File: src/rtl/rr_link_ser.sv
module rr_link_ser #(
  parameter int AW = 16,
  parameter int MW = 16,
  parameter int DW = 16,
  localparam int PW = ((AW > MW ? AW : MW) > DW) ? (AW > MW ? AW : MW) : DW
) (
  input  logic            clk,
  input  logic            rst_n,
  input  logic [3:0]      start_i,
  input  logic [4*AW-1:0] addr_i,
  input  logic [4*MW-1:0] mask_i,
  input  logic [3:0]      res_valid_i,
  input  logic [4*DW-1:0] res_data_i,
  output logic [3:0]      err_o,
  output logic [1:0]      lane_valid_o,
  input  logic [1:0]      lane_ready_i,
  output logic [3:0]      lane_type_o,
  output logic [3:0]      lane_chan_o,
  output logic [2*PW-1:0] lane_data_o
);

  localparam int NCH = 4;
  localparam int NL  = NCH / 2;
  localparam logic [1:0] T_ADDR = 2'b01;
  localparam logic [1:0] T_MASK = 2'b10;
  localparam logic [1:0] T_DATA = 2'b11;
  localparam logic [1:0] HDONE  = 2'd2;

  logic [NCH-1:0] busy, dh, hd, hdr, dat, grant;
  logic [1:0]     hst  [NCH];
  logic [PW-1:0]  apay [NCH];
  logic [PW-1:0]  mpay [NCH];
  logic [PW-1:0]  dpay [NCH];

  assign hdr = busy & ~hd;
  assign dat = busy & hd & dh;

  for (genvar c = 0; c < NCH; c++) begin : g_ch
    logic          b_q, d_q, e_q;
    logic [1:0]    s_q;
    logic [AW-1:0] a_q;
    logic [MW-1:0] m_q;
    logic [DW-1:0] r_q;

    always_ff @(posedge clk or negedge rst_n) begin
      if (!rst_n) begin
        b_q <= 1'b0;
        d_q <= 1'b0;
        e_q <= 1'b0;
        s_q <= 2'd0;
        a_q <= '0;
        m_q <= '0;
        r_q <= '0;
      end else begin
        e_q <= start_i[c] & b_q;
        if (!b_q) begin
          if (start_i[c]) begin
            b_q <= 1'b1;
            d_q <= 1'b0;
            s_q <= 2'd0;
            a_q <= addr_i[c*AW +: AW];
            m_q <= mask_i[c*MW +: MW];
          end
        end else begin
          if (grant[c]) begin
            if (s_q != HDONE) s_q <= s_q + 2'd1;
            else begin
              b_q <= 1'b0;
              d_q <= 1'b0;
            end
          end
          if (res_valid_i[c] && !d_q) begin
            d_q <= 1'b1;
            r_q <= res_data_i[c*DW +: DW];
          end
        end
      end
    end

    assign busy[c]  = b_q;
    assign dh[c]    = d_q;
    assign hd[c]    = (s_q == HDONE);
    assign hst[c]   = s_q;
    assign err_o[c] = e_q;
    assign apay[c]  = PW'(a_q);
    assign mpay[c]  = PW'(m_q);
    assign dpay[c]  = PW'(r_q);
  end

  for (genvar l = 0; l < NL; l++) begin : g_lane
    localparam int LO = 2 * l;
    localparam int HI = 2 * l + 1;
    logic       lk_q, lks_q, sh, hsel, fire;
    logic [1:0] step;

    assign lane_valid_o[l] = hdr[LO] | hdr[HI] | dat[LO] | dat[HI];
    assign sh   = lk_q ? lks_q : (!hdr[LO] && (hdr[HI] || !dat[LO]));
    assign hsel = sh ? hdr[HI] : hdr[LO];
    assign step = sh ? hst[HI] : hst[LO];
    assign fire = lane_valid_o[l] & lane_ready_i[l];
    assign grant[LO] = fire & ~sh;
    assign grant[HI] = fire & sh;

    assign lane_type_o[2*l +: 2] = !hsel ? T_DATA : (step == 2'd0 ? T_ADDR : T_MASK);
    assign lane_chan_o[2*l +: 2] = 2'(LO) | {1'b0, sh};
    assign lane_data_o[l*PW +: PW] =
      !hsel          ? (sh ? dpay[HI] : dpay[LO]) :
      (step == 2'd0) ? (sh ? apay[HI] : apay[LO]) :
                       (sh ? mpay[HI] : mpay[LO]);

    always_ff @(posedge clk or negedge rst_n) begin
      if (!rst_n) begin
        lk_q  <= 1'b0;
        lks_q <= 1'b0;
      end else begin
        lk_q  <= lane_valid_o[l] & ~lane_ready_i[l];
        lks_q <= sh;
      end
    end
  end

endmodule

File: config.mk
export PLATFORM = sky130hd
export DESIGN_NAME = rr_link_ser
export DESIGN_NICKNAME = d
export VERILOG_FILES = /design/src/rtl/rr_link_ser.sv
export SDC_FILE = /design/constraint.sdc
export NUM_CORES = 1
export LEC_CHECK = 0
export BUFFER_PORTS_ARGS = -buffer_cell sky130_fd_sc_hd__buf_4
export CAP_MARGIN = 20
export CORE_ASPECT_RATIO = 1.2
export CORE_MARGIN = 2
export CORE_UTILIZATION = 25
export DETAILED_ROUTE_END_ITERATION = 12
export SETUP_SLACK_MARGIN = 0.05
export SYNTH_ARGS = -nofsm -noshare
export SYNTH_HDL_FRONTEND = slang
export SYNTH_SLANG_ARGS = --single-unit
File: constraint.sdc
create_clock -name clk -period 4.8 [get_ports clk]
set_input_delay 0.96 -clock clk [delete_from_list [all_inputs] [get_ports clk]]
set_output_delay 0.96 -clock clk [all_outputs]
set_load 0.01 [all_outputs]
==> results.txt, run 1 <==
----------------------------------------------------
[Run status]
  Status ... complete, no violations

[Floorplan]
  Vertical die dimension ... 222 um
  Starting utilization of the core area ... 25.5%
  DIE AREA ... 41,300 sq um
  Floorplan die width ... 186 um
  Top-level port count ... 250
  Floorplan row count ... 79
  Std-Cell Core Area ... 38,900 sq um

[Place]
  Total half-perimeter wirelength after legalization and detailed placement ... 23,100 um
  Cells after DPL ... 1,494
  Weighted congestion reported at the end of routability-driven placement ... 0.834
  Input/output buffers ... 247
  Post-place instance area ... 12,300 sq um

[GRT]
  Maximum number of pins on one net before global-route repair ... 128
  Global-route wire length before repair ... 46,500 um
  Initial antenna violation count ... 0
  Number of global-route vias before repair ... 7,650
  Remaining Overflow, GRT ... 0
  Global-route total usage across every layer ... 14.7%

[Cells and area]
  Layout fillers ... 3,973
  Area of the multi-input gates ... 4190 sq um
  Nets ... 1,204
  Fraction of final layout cells with drive strength greater than 1 ... 48.6%
  Final non-filler cell area ... 13,100 sq um
  Synth-to-layout area growth ... 32.1%
  Number of antenna diodes ... 0
  Final std cells w/o fill ... 1,537
  Storage cell area ... 5410 sq um

[Setup path]
  Setup CP Type ... register to output pin
  Worst path required time ... 3.84 ns
  CP endpoint kind ... output pin
  Largest stage delay on the critical path ... 0.60 ns
  Internal reg-to-reg setup slack ... 2.38 ns
  Worst-path fanout max ... 16
  Cell seen most often among critical-path stages ... buf_4
  Critical Path AT ... 3.18 ns
  Kind of launch point of the worst setup path ... register
  Cells along the critical path ... inv_1, ha_1, or2b_1, nand2_1, a31oi_4, buf_4, mux2i_1, o221ai_1, buf_4
  Worst r2r dst ... g_ch[2].d_q
  Cell at the slowest stage of the critical path ... a31oi_4
  Reg2reg start ... g_ch[3].s_q[0]
  Cell count of the worst reg-to-reg path ... 8

[Clock network]
  Cells resized by post-CTS repair ... 0
  Maximum buffer depth of the clock tree ... 3
  CTS root buffer ... clkbuf_16
  Clock transition at the registers of the reported paths ... 0.05 ns
  Cts hold-fix bufs ... 0
  Number of H-tree levels ... 1
  Insertion delay of the later-clocked pin in the worst-skew pair ... 0.52 ns
  CTS tree ... built
  CTS buffer count ... 25
  Num Clock Sinks ... 216
  Postcts setup bufs ... 0

[Hold path]
  Startpoint of the most critical hold path ... g_ch[1].r_q[2]
  Number of cells on the worst hold path ... 2
  Hold Crit Class ... register to register
  End point of the most critical hold path ... g_ch[1].r_q[2]

[STA]
  Setup Viol. Count Final ... 0
  Clk_skew ... 0.00797 ns
  Final-report hold violation count ... 0
  RSZ-0062 raised after global routing ... false
  Post-route worst hold slack ... 0.477 ns
  Max Clock Freq ... 0.242 GHz
  Setup TNS after final layout ... 0 ns
  Period minus WS final ... 4.14 ns
  Final number of max-transition violations ... 0
  Period Utilization, post-route ... 86.3%
  Least-Margin Pin Slew ... 1.07 ns
  Max transition margin ... 28.4%

[Flow run]
  Max cap viols ... 0

[Detailed routing]
  WL final ... 31,100 um
  Detail-routed net length per standard cell ... 20.2 um
  First drt pass iteration count ... 4
  Vias per std cell ... 4.56
  Initial DRC Count ... 275
  ANT nets after route ... 0
  Overall via count from detail_route ... 7,016
  Number of remaining DRC errors ... 0

[Logic synthesis]
  Post-Synthesis Net Count ... 964
  Average instance area after synthesis ... 13.1 sq um
  Area of the mapped netlist ... 9920 sq um
  Most used flip-flop cell after synthesis ... dfrtp_1
  #FFs+latches synth ... 216
  Async set-reset flop share out of synthesis ... 100%
  Total of warnings raised by yosys ... 0
  Post-synth EDFFs ... 0
  Share of the yosys chip area belonging to registers ... 54.5%
  Unique masters post-synth ... 54
  Synthesized netlist cell count ... 756

[Power and ir drop]
  Static Leakage ... 0.00595 uW
  Maximum vdd drop ... 0.328 mV
  Pwr/cell area ... 720 nW/um^2

----------------------------------------------------
[stage by stage]
step | power (uW) | util [%] | setup slack, ns
3_5_place_dp | 7650 | 31.6 | 1.20
3_3_place_gp | 7550 | 31.6 | 1.23
6_report | 9430 | 33.6 | 0.659
4_1_cts | 9550 | 33.6 | 0.633
2_1_floorplan | 5890 | - | 1.89
5_1_grt | 10000 | 33.6 | 0.409
[area by class of cell]
| cell class | count | area share [%] |
|---|---|---|
| Sequential cell | 216 | 41.3 |
| Multi-Input combinational cell | 477 | 32.0 |
| Timing Repair Buffer | 262 | 15.3 |
| Clock buffer | 36 | 5.40 |
| Tap cell | 526 | 5.02 |
| Clock inverter | 6 | 0.630 |
| Inverter | 14 | 0.401 |
[routing by layer]
layer,wire [um],GRT usage [%],part of all wire (%),vias to the layer above
li1,-,-,-,3234
met1,11500,15.9,37,3448
met2,15600,26.6,50,290
met3,3200,5.62,10,44
met4,739,3.45,2.4,0
met5,0,0,0,-
[Yosys cell counts, drive strengths merged, types with 5 or more instances]
cell type	instances	share of area, %
o21ai	6	0.30
a22oi	33	2.5
clkbuf	17	0.64
inv	13	0.49
a21oi	7	0.35
buf	31	2.3
nor2	17	0.67
o221ai	32	2.8
nand2b	11	0.69
mux2i	67	6.8
nand3	5	0.25
nor2b	9	0.59
nor3	8	0.45
and2	6	0.38
nand2	55	2.1
mux2	176	20
a21o	5	0.38
dfrtp	216	55
[state kept, by name, summed over array words and instances (netlist names)]
name and count:
g_ch.d_q 4, g_lane.lk_q 2, g_ch.s_q 8, g_lane.lks_q 2, g_ch.m_q 64, g_ch.r_q 64
g_ch.a_q 64, g_ch.b_q 4, g_ch.e_q 4
[worst max path at each step]
stage | from | end | slack, ns | cells after the start
global route | g_ch[2].b_q | lane_data_o[31] | 0.41 | 7
detailed placement | g_ch[3].s_q[0] | lane_data_o[21] | 1.20 | 9
global placement | g_ch[3].s_q[0] | lane_data_o[21] | 1.23 | 9
finish | g_ch[3].s_q[0] | lane_data_o[22] | 0.66 | 9
floorplan | g_ch[2].s_q[0] | lane_data_o[17] | 1.89 | 8
CTS | g_ch[3].s_q[0] | lane_data_o[31] | 0.63 | 9
[report_power, final]
part | leakage (uW) | switching (uW) | total (uW) | internal, uW
Combinational | 0.00299 | 2110 | 4280 | 2160
Sequential | 0.00258 | 564 | 3290 | 2730
Clock | 0.000385 | 741 | 1860 | 1120
[worst max-delay path, delay by kind of cell, from the launching register on]
family,cells,cell delay [ns]
buffers and inverters,3,0.71
AOI/OAI and AO/OA,2,0.75
DFF,1,0.43
and+or+nand+nor,2,0.31
muxes,1,0.23
adders and majority gates,1,0.23
[cell families (layout without fill, tap and decap cells)]
kind of cell / Yosys count / in the layout / share of synthesized area, %
and+or+nand+nor: 125 / 125 / 6.14
adders and majority gates: 4 / 4 / 0.505
xor gates and xnor gates: 3 / 3 / 0.265
AOI/OAI and AO/OA: 100 / 100 / 8.20
DFF: 216 / 216 / 54.5
buffers and inverters: 63 / 318 / 3.56
other: 2 / 2 / 0.0757
muxes: 243 / 243 / 26.7
[placed cells by master, fill, tap and decap left out, types with 3 or more instances in the layout]
| master | synthesis | final |
|---|---|---|
| a21o_1 | 5 | 5 |
| a21oi_1 | 7 | 7 |
| a22oi_1 | 33 | 33 |
| and2_1 | 6 | 6 |
| buf_4 | 12 | 259 |
| clkbuf_1 | 17 | 7 |
| clkbuf_16 | 0 | 25 |
| clkbuf_8 | 0 | 4 |
| clkinv_2 | 0 | 3 |
| dfrtp_1 | 216 | 216 |
| ha_1 | 4 | 4 |
| inv_1 | 13 | 13 |
| mux2_2 | 176 | 176 |
| mux2i_1 | 67 | 67 |
| nand2_1 | 54 | 54 |
| nand2b_1 | 11 | 11 |
| nand3_1 | 5 | 5 |
| nor2_1 | 16 | 16 |
| nor2b_1 | 8 | 4 |
| nor2b_2 | 1 | 3 |
| nor3_1 | 7 | 7 |
| o21ai_0 | 5 | 5 |
| o221ai_1 | 32 | 32 |
| xnor2_1 | 3 | 3 |
(Power assumes the default switching activity.)
==> run 2, diff against run 1 <==
Settings changed: CELL_PAD_IN_SITES_DETAIL_PLACEMENT set to 2, CELL_PAD_IN_SITES_GLOBAL_PLACEMENT set to 2, PLACE_DENSITY_LB_ADDON set to 0.1.
==> results.txt, run 2 (synthesized netlist as in run 1, its figures left out) <==
----------------------------------------------------
[Clock network]
  Number of H-tree levels ... 1 (unchanged)
  CTS root buffer ... clkbuf_16
  Clock transition at the registers of the reported paths ... 0.06 ns (about the same)
  Num Clock Sinks ... 216 (unchanged)
  CTS tree ... built
  Cells resized by post-CTS repair ... 0 (unchanged)
  Postcts setup bufs ... 0 (unchanged)
  Insertion delay of the later-clocked pin in the worst-skew pair ... 0.55 ns (+0.03 ns)
  Maximum buffer depth of the clock tree ... 3 (unchanged)
  Cts hold-fix bufs ... 0 (unchanged)
  CTS buffer count ... 29 (+16%)

[Setup path]
  Reg2reg start ... g_ch[1].s_q[0]
  Worst-path fanout max ... 23 (+7)
  Setup CP Type ... register to output pin
  Cells along the critical path ... inv_1, ha_1, nor2b_1, o211ai_1, nand2_2, buf_4, mux2i_1, o221ai_1, buf_4
  CP Buf/Inv Count ... 3 (unchanged)
  Internal reg-to-reg setup slack ... 2.48 ns (+0.10 ns)
  Cell seen most often among critical-path stages ... buf_4
  CP endpoint kind ... output pin
  Largest stage delay on the critical path ... 0.62 ns (+0.02 ns)
  Cell family contributing the most delay on the critical path ... simple AND/OR/NAND/NOR gates
  Worst path required time ... 3.84 ns (about the same)
  Kind of launch point of the worst setup path ... register
  Worst setup path startpoint ... g_ch[1].s_q[0]
  Critical Path AT ... 3.21 ns (+0.03 ns)
  Cell at the slowest stage of the critical path ... nand2_2
  Cell count of the worst reg-to-reg path ... 7 (-1)
  Worst r2r dst ... g_ch[1].b_q

[Place]
  Weighted congestion reported at the end of routability-driven placement ... 0.738 (-11%)
  Total half-perimeter wirelength after legalization and detailed placement ... 24,600 um (+6.4%)
  Minimum setup slack after placement ... 1.19 ns (-0.00550 ns)
  Input/output buffers ... 247 (unchanged)
  Post-place instance area ... 12,300 sq um (+0.20%)

[Power and ir drop]
  Sw Share ... 36.2% (-0.087 points)
  Pwr/cell area ... 733 nW/um^2 (+1.8%)
  Net switching power figure ... 3520 uW (+2.9%)
  Maximum vdd drop ... 0.463 mV (+41%)
  Comb power frac ... 44.2% (-1.2 points)
  Clk network pwr share ... 22.0% (+2.3 points)
  Design internal power ... 6210 uW (+3.3%)
  Design Power ... 9730 uW (+3.2%)
  Static Leakage ... 0.00605 uW (+1.6%)
  Portion of total power attributed to sequential cells ... 33.8% (-1.1 points)

[Detailed routing]
  WL final ... 33,700 um (+8.3%)
  Detail-routed net length per standard cell ... 21.7 um (+7.4%)
  Overall via count from detail_route ... 7,090 (+1.1%)
  Number of remaining DRC errors ... 0 (unchanged)
  Initial DRC Count ... 165 (-40%)
  First drt pass iteration count ... 4 (unchanged)
  Vias per std cell ... 4.57 (+0.21%)
  ANT nets after route ... 0 (unchanged)

[Run status]
  Status ... complete, no violations

[STA]
  Final-report hold violation count ... 0 (unchanged)
  Final number of max-transition violations ... 0 (unchanged)
  RSZ-0062 raised after global routing ... false
  Max transition margin ... 30.2% (+1.8 points)
  Post-route worst hold slack ... 0.480 ns (+0.00232 ns)
  Setup Viol. Count Final ... 0 (unchanged)
  Max Clock Freq ... 0.240 GHz (-0.68%)
  Worst setup slack after layout ... 0.631 ns (-0.0284 ns)
  Setup TNS after final layout ... 0 ns (unchanged)
  Period Utilization, post-route ... 86.9% (+0.59 points)
  Period minus WS final ... 4.17 ns (+0.0284 ns)
  Clk_skew ... 0.00912 ns (+0.00115 ns)
  Least-Margin Pin Slew ... 1.04 ns (-0.0273 ns)

[Cells and area]
  Largest regs ... g_ch.a_q: 64 flops, g_ch.m_q: 64 flops, g_ch.r_q: 64 flops
  Top library cells by usage in the layout, fill and taps aside ... buf_4 (261), dfrtp_1 (216), mux2_2 (176)
  Most common cell after layout, fill and taps aside ... buf_4
  Fraction of final layout cells with drive strength greater than 1 ... 49.2% (+0.60 points)
  Synth-to-layout area growth ... 33.8%
  Nets ... 1,210 (+0.50%)
  Final non-filler cell area ... 13,300 sq um (+1.3%)

[Floorplan]
  Vertical die dimension ... 222 um (unchanged)
  Floorplan die width ... 186 um (unchanged)
  DIE AREA ... 41,300 sq um (unchanged)
  Starting utilization of the core area ... 25.5% (unchanged)
  Floorplan row count ... 79 (unchanged)
  Std-Cell Core Area ... 38,900 sq um (unchanged)
  Top-level port count ... 250 (unchanged)

[Hold path]
  Number of cells on the worst hold path ... 2 (unchanged)
  Hold Crit Class ... register to register
  Startpoint of the most critical hold path ... g_ch[1].r_q[11]
  End point of the most critical hold path ... g_ch[1].r_q[11]

[GRT]
  Number of global-route vias before repair ... 8,186 (+7.0%)
  Initial antenna violation count ... 5 (+5)
  Global-route wire length before repair ... 52,000 um (+12%)
  Maximum number of pins on one net before global-route repair ... 112 (-13%)
  Remaining Overflow, GRT ... 0 (unchanged)
  Global-route total usage across every layer ... 16.5% (+1.9 points)

[Flow run]
  Max cap viols ... 0 (unchanged)

----------------------------------------------------
-- run 2: worst reg2reg max path, cell delays in order (launching register included) --
cell and delay, ns:
dfrtp_1 0.39, inv_1 0.11, ha_1 0.27, nor2b_1 0.11, o211ai_1 0.29, nand2_2 0.52, and3_1 0.41, a31oi_1 0.16
-- run 2: power by group through the flow --
stage                     Clock [uW]  Sequential [uW]  Combinational, uW
after CTS                       2220             3310               4410
final                           2140             3290               4300
after detailed placement           0             3340               4400
after floorplan                    0             3080               2810
after global placement             0             3320               4320
after global routing            2290             3440               4740
-- run 2: per-stage QoR --
| stage | utilization, % | cells |
|---|---|---|
| detailed placement | 31.6 | 1496 |
| global placement | 31.6 | 1496 |
| CTS | 34.0 | 1546 |
| floorplan | - | 756 |
| finish | 34.1 | 1550 |
| global route | 34.1 | 1547 |
-- run 2: metal layers --
layer,wire length (um),global-route usage [%]
met3,3240,6.64
met1,13200,19.2
met5,29,0
met4,594,3.86
met2,16600,28.3
-- run 2: area by class of cell --
class                      count  area, sq um
antenna                        3         7.51
clock buffer                  38          790
clock inverter                12          141
fill                        4174        25700
inverter                      14         52.6
multi-input combinational    477         4200
sequential                   216         5410
tap                          526          658
timing repair buffer         264         2010
-- run 2: how the worst max path moves through the flow --
stage	slack, ns	cells after the start	endpoint
after floorplan	1.89	8	lane_data_o[17]
after global placement	1.24	7	lane_data_o[9]
after detailed placement	1.19	9	lane_data_o[15]
after CTS	0.57	9	lane_data_o[3]
after global routing	0.38	9	lane_data_o[3]
final	0.63	9	lane_data_o[3]
==> run 3, diff against run 2 <==
Settings changed: GPL_TIMING_DRIVEN set to 0.
==> results.txt, run 3 (synthesized netlist as in run 1, its figures left out) <==
----------------------------------------------------
[Detailed routing]
  Initial DRC Count ... 181 (+9.7%)
  Vias per std cell ... 4.57 (about the same)
  First drt pass iteration count ... 4 (unchanged)
  Detail-routed net length per standard cell ... 22.1 um (+1.8%)
  Number of remaining DRC errors ... 0 (unchanged)
  ANT nets after route ... 0 (unchanged)
  WL final ... 35,000 um (+3.8%)
  Overall via count from detail_route ... 7,232 (+2.0%)

[STA]
  Max transition margin ... 32.8% (+2.6 points)
  Period Utilization, post-route ... 89.4% (+2.5 points)
  Max Clock Freq ... 0.233 GHz (-2.8%)
  Final-report hold violation count ... 0 (unchanged)
  Final number of max-transition violations ... 0 (unchanged)
  Least-Margin Pin Slew ... 1.00 ns (-0.0404 ns)
  RSZ-0062 raised after global routing ... false
  Setup TNS after final layout ... 0 ns (unchanged)
  Clk_skew ... 0.0103 ns (+0.00121 ns)
  Period minus WS final ... 4.29 ns (+0.121 ns)
  Setup Viol. Count Final ... 0 (unchanged)

[Setup path]
  Kind of launch point of the worst setup path ... register
  Critical Path AT ... 3.33 ns (+0.12 ns)
  Worst-path fanout max ... 10 (-57%)
  Setup CP Type ... register to output pin
  CP endpoint kind ... output pin
  Worst path required time ... 3.84 ns (about the same)

[Power and ir drop]
  Clk network pwr share ... 21.6% (-0.4 points)
  Design internal power ... 6260 uW (+0.88%)
  Maximum vdd drop ... 0.290 mV (-37%)
  Static Leakage ... 0.00615 uW (+1.6%)
  Pwr/cell area ... 735 nW/um^2 (+0.33%)
  Comb power frac ... 45.8% (+1.6 points)
  Sw Share ... 36.5% (+0.33 points)
  Design Power ... 9860 uW (+1.4%)
  Net switching power figure ... 3600 uW (+2.3%)
  Portion of total power attributed to sequential cells ... 32.6% (-1.2 points)

[Floorplan]
  Top-level port count ... 250 (unchanged)
  Std-Cell Core Area ... 38,900 sq um (unchanged)
  Floorplan die width ... 186 um (unchanged)
  Vertical die dimension ... 222 um (unchanged)
  DIE AREA ... 41,300 sq um (unchanged)
  Floorplan row count ... 79 (unchanged)
  Starting utilization of the core area ... 25.5% (unchanged)

[GRT]
  Number of global-route vias before repair ... 8,304 (+1.4%)
  Global-route wire length before repair ... 52,600 um (+1.2%)
  Remaining Overflow, GRT ... 0 (unchanged)
  Initial antenna violation count ... 6 (+1)
  Maximum number of pins on one net before global-route repair ... 105 (-6.3%)
  Global-route total usage across every layer ... 17.0% (+0.51 points)

[Cells and area]
  Final core utilization ... 34.4% (+0.36 points)
  Layout fillers ... 4,149 (-0.60%)
  Most common cell after layout, fill and taps aside ... buf_4
  Largest regs ... g_ch.a_q: 64 flops, g_ch.m_q: 64 flops, g_ch.r_q: 64 flops
  Final non-filler cell area ... 13,400 sq um (+1.1%)
  Synth-to-layout area growth ... 35.3%
  Nets ... 1,242 (+2.6%)
  Number of antenna diodes ... 0 (-3)
  Fraction of final layout cells with drive strength greater than 1 ... 48.5% (-0.64 points)
  Top library cells by usage in the layout, fill and taps aside ... buf_4 (258), dfrtp_1 (216), mux2_2 (176)

[Flow run]
  Max cap viols ... 0 (unchanged)

[Clock network]
  Number of H-tree levels ... 1 (unchanged)
  CTS buffer count ... 27 (-6.9%)
  Clock transition at the registers of the reported paths ... 0.06 ns (about the same)
  Cts hold-fix bufs ... 0 (unchanged)
  CTS root buffer ... clkbuf_16
  Maximum buffer depth of the clock tree ... 3 (unchanged)
  Postcts setup bufs ... 0 (unchanged)
  Insertion delay of the later-clocked pin in the worst-skew pair ... 0.55 ns (about the same)
  CTS tree ... built
  Num Clock Sinks ... 216 (unchanged)
  Cells resized by post-CTS repair ... 0 (unchanged)

[Place]
  Weighted congestion reported at the end of routability-driven placement ... 0.726 (-1.6%)
  Total half-perimeter wirelength after legalization and detailed placement ... 26,500 um (+7.8%)
  Input/output buffers ... 247 (unchanged)
  Post-place instance area ... 12,500 sq um (+1.4%)

[Run status]
  Status ... complete, no violations

[Hold path]
  Hold Crit Class ... input port to asynchronous set/reset pin

----------------------------------------------------
run 3: worst paths after layout:
check	slack, ns	from	endpoint	depth (start not counted)
setup reg to reg	2.46	g_ch[3].s_q[0]	g_ch[3].d_q	9
min in group clk	0.48	g_ch[1].r_q[0]	g_ch[1].r_q[0]	2
setup / recovery	0.51	g_ch[1].s_q[0]	lane_data_o[2]	9
hold reg to reg	0.48	g_ch[1].r_q[0]	g_ch[1].r_q[0]	2
hold / removal	0.34	rst_n	g_ch[2].b_q	1
max in group asynchronous	3.20	rst_n	g_ch[1].a_q[5]	3
run 3: final cells by class:
type / instances / area [sq um] / share of cell area, %
sequential: 216 / 5410 / 40.3
inverter: 14 / 52.6 / 0.392
timing repair buffer: 249 / 1920 / 14.3
multi-input combinational: 477 / 4160 / 31.0
clock buffer: 41 / 798 / 5.95
tap: 526 / 658 / 4.91
clock inverter: 9 / 124 / 0.923
buffer: 49 / 300 / 2.24
run 3: worst max-delay path: stages (launching register included):
cell,delay (ns)
dfrtp_1,0.39
inv_1,0.12
ha_1,0.26
nor2b_1,0.11
nand3_1,0.13
nor2_1,0.06
nor3_2,0.75
clkbuf_1,0.53
o221ai_1,0.23
buf_4,0.19
run 3: power groups by stage:
stage               registers, uW  logic (uW)  clock network (uW)
detailed placement           3250        4650                   0
global route                 3350        4960                2280
global placement             3220        4560                   0
CTS                          3230        4660                2220
finish                       3220        4520                2130
floorplan                    3080        2810                   0
run 3: metrics by stage:
step	hold slack, ns	worst slack (ns)	instances
after floorplan	0.446	1.89	756
after global placement	0.459	0.793	1529
after detailed placement	0.467	1.00	1531
after CTS	0.320	0.403	1581
after global routing	0.339	0.271	1581
final	0.336	0.510	1581
run 3: layer usage:
layer | up-vias | GRT usage [%] | routed length, um
met5 | - | 0 | 83
li1 | 3311 | - | -
met2 | 218 | 30.2 | 17600
met3 | 47 | 6.08 | 3060
met1 | 3644 | 19.5 | 13600
met4 | 12 | 3.71 | 568
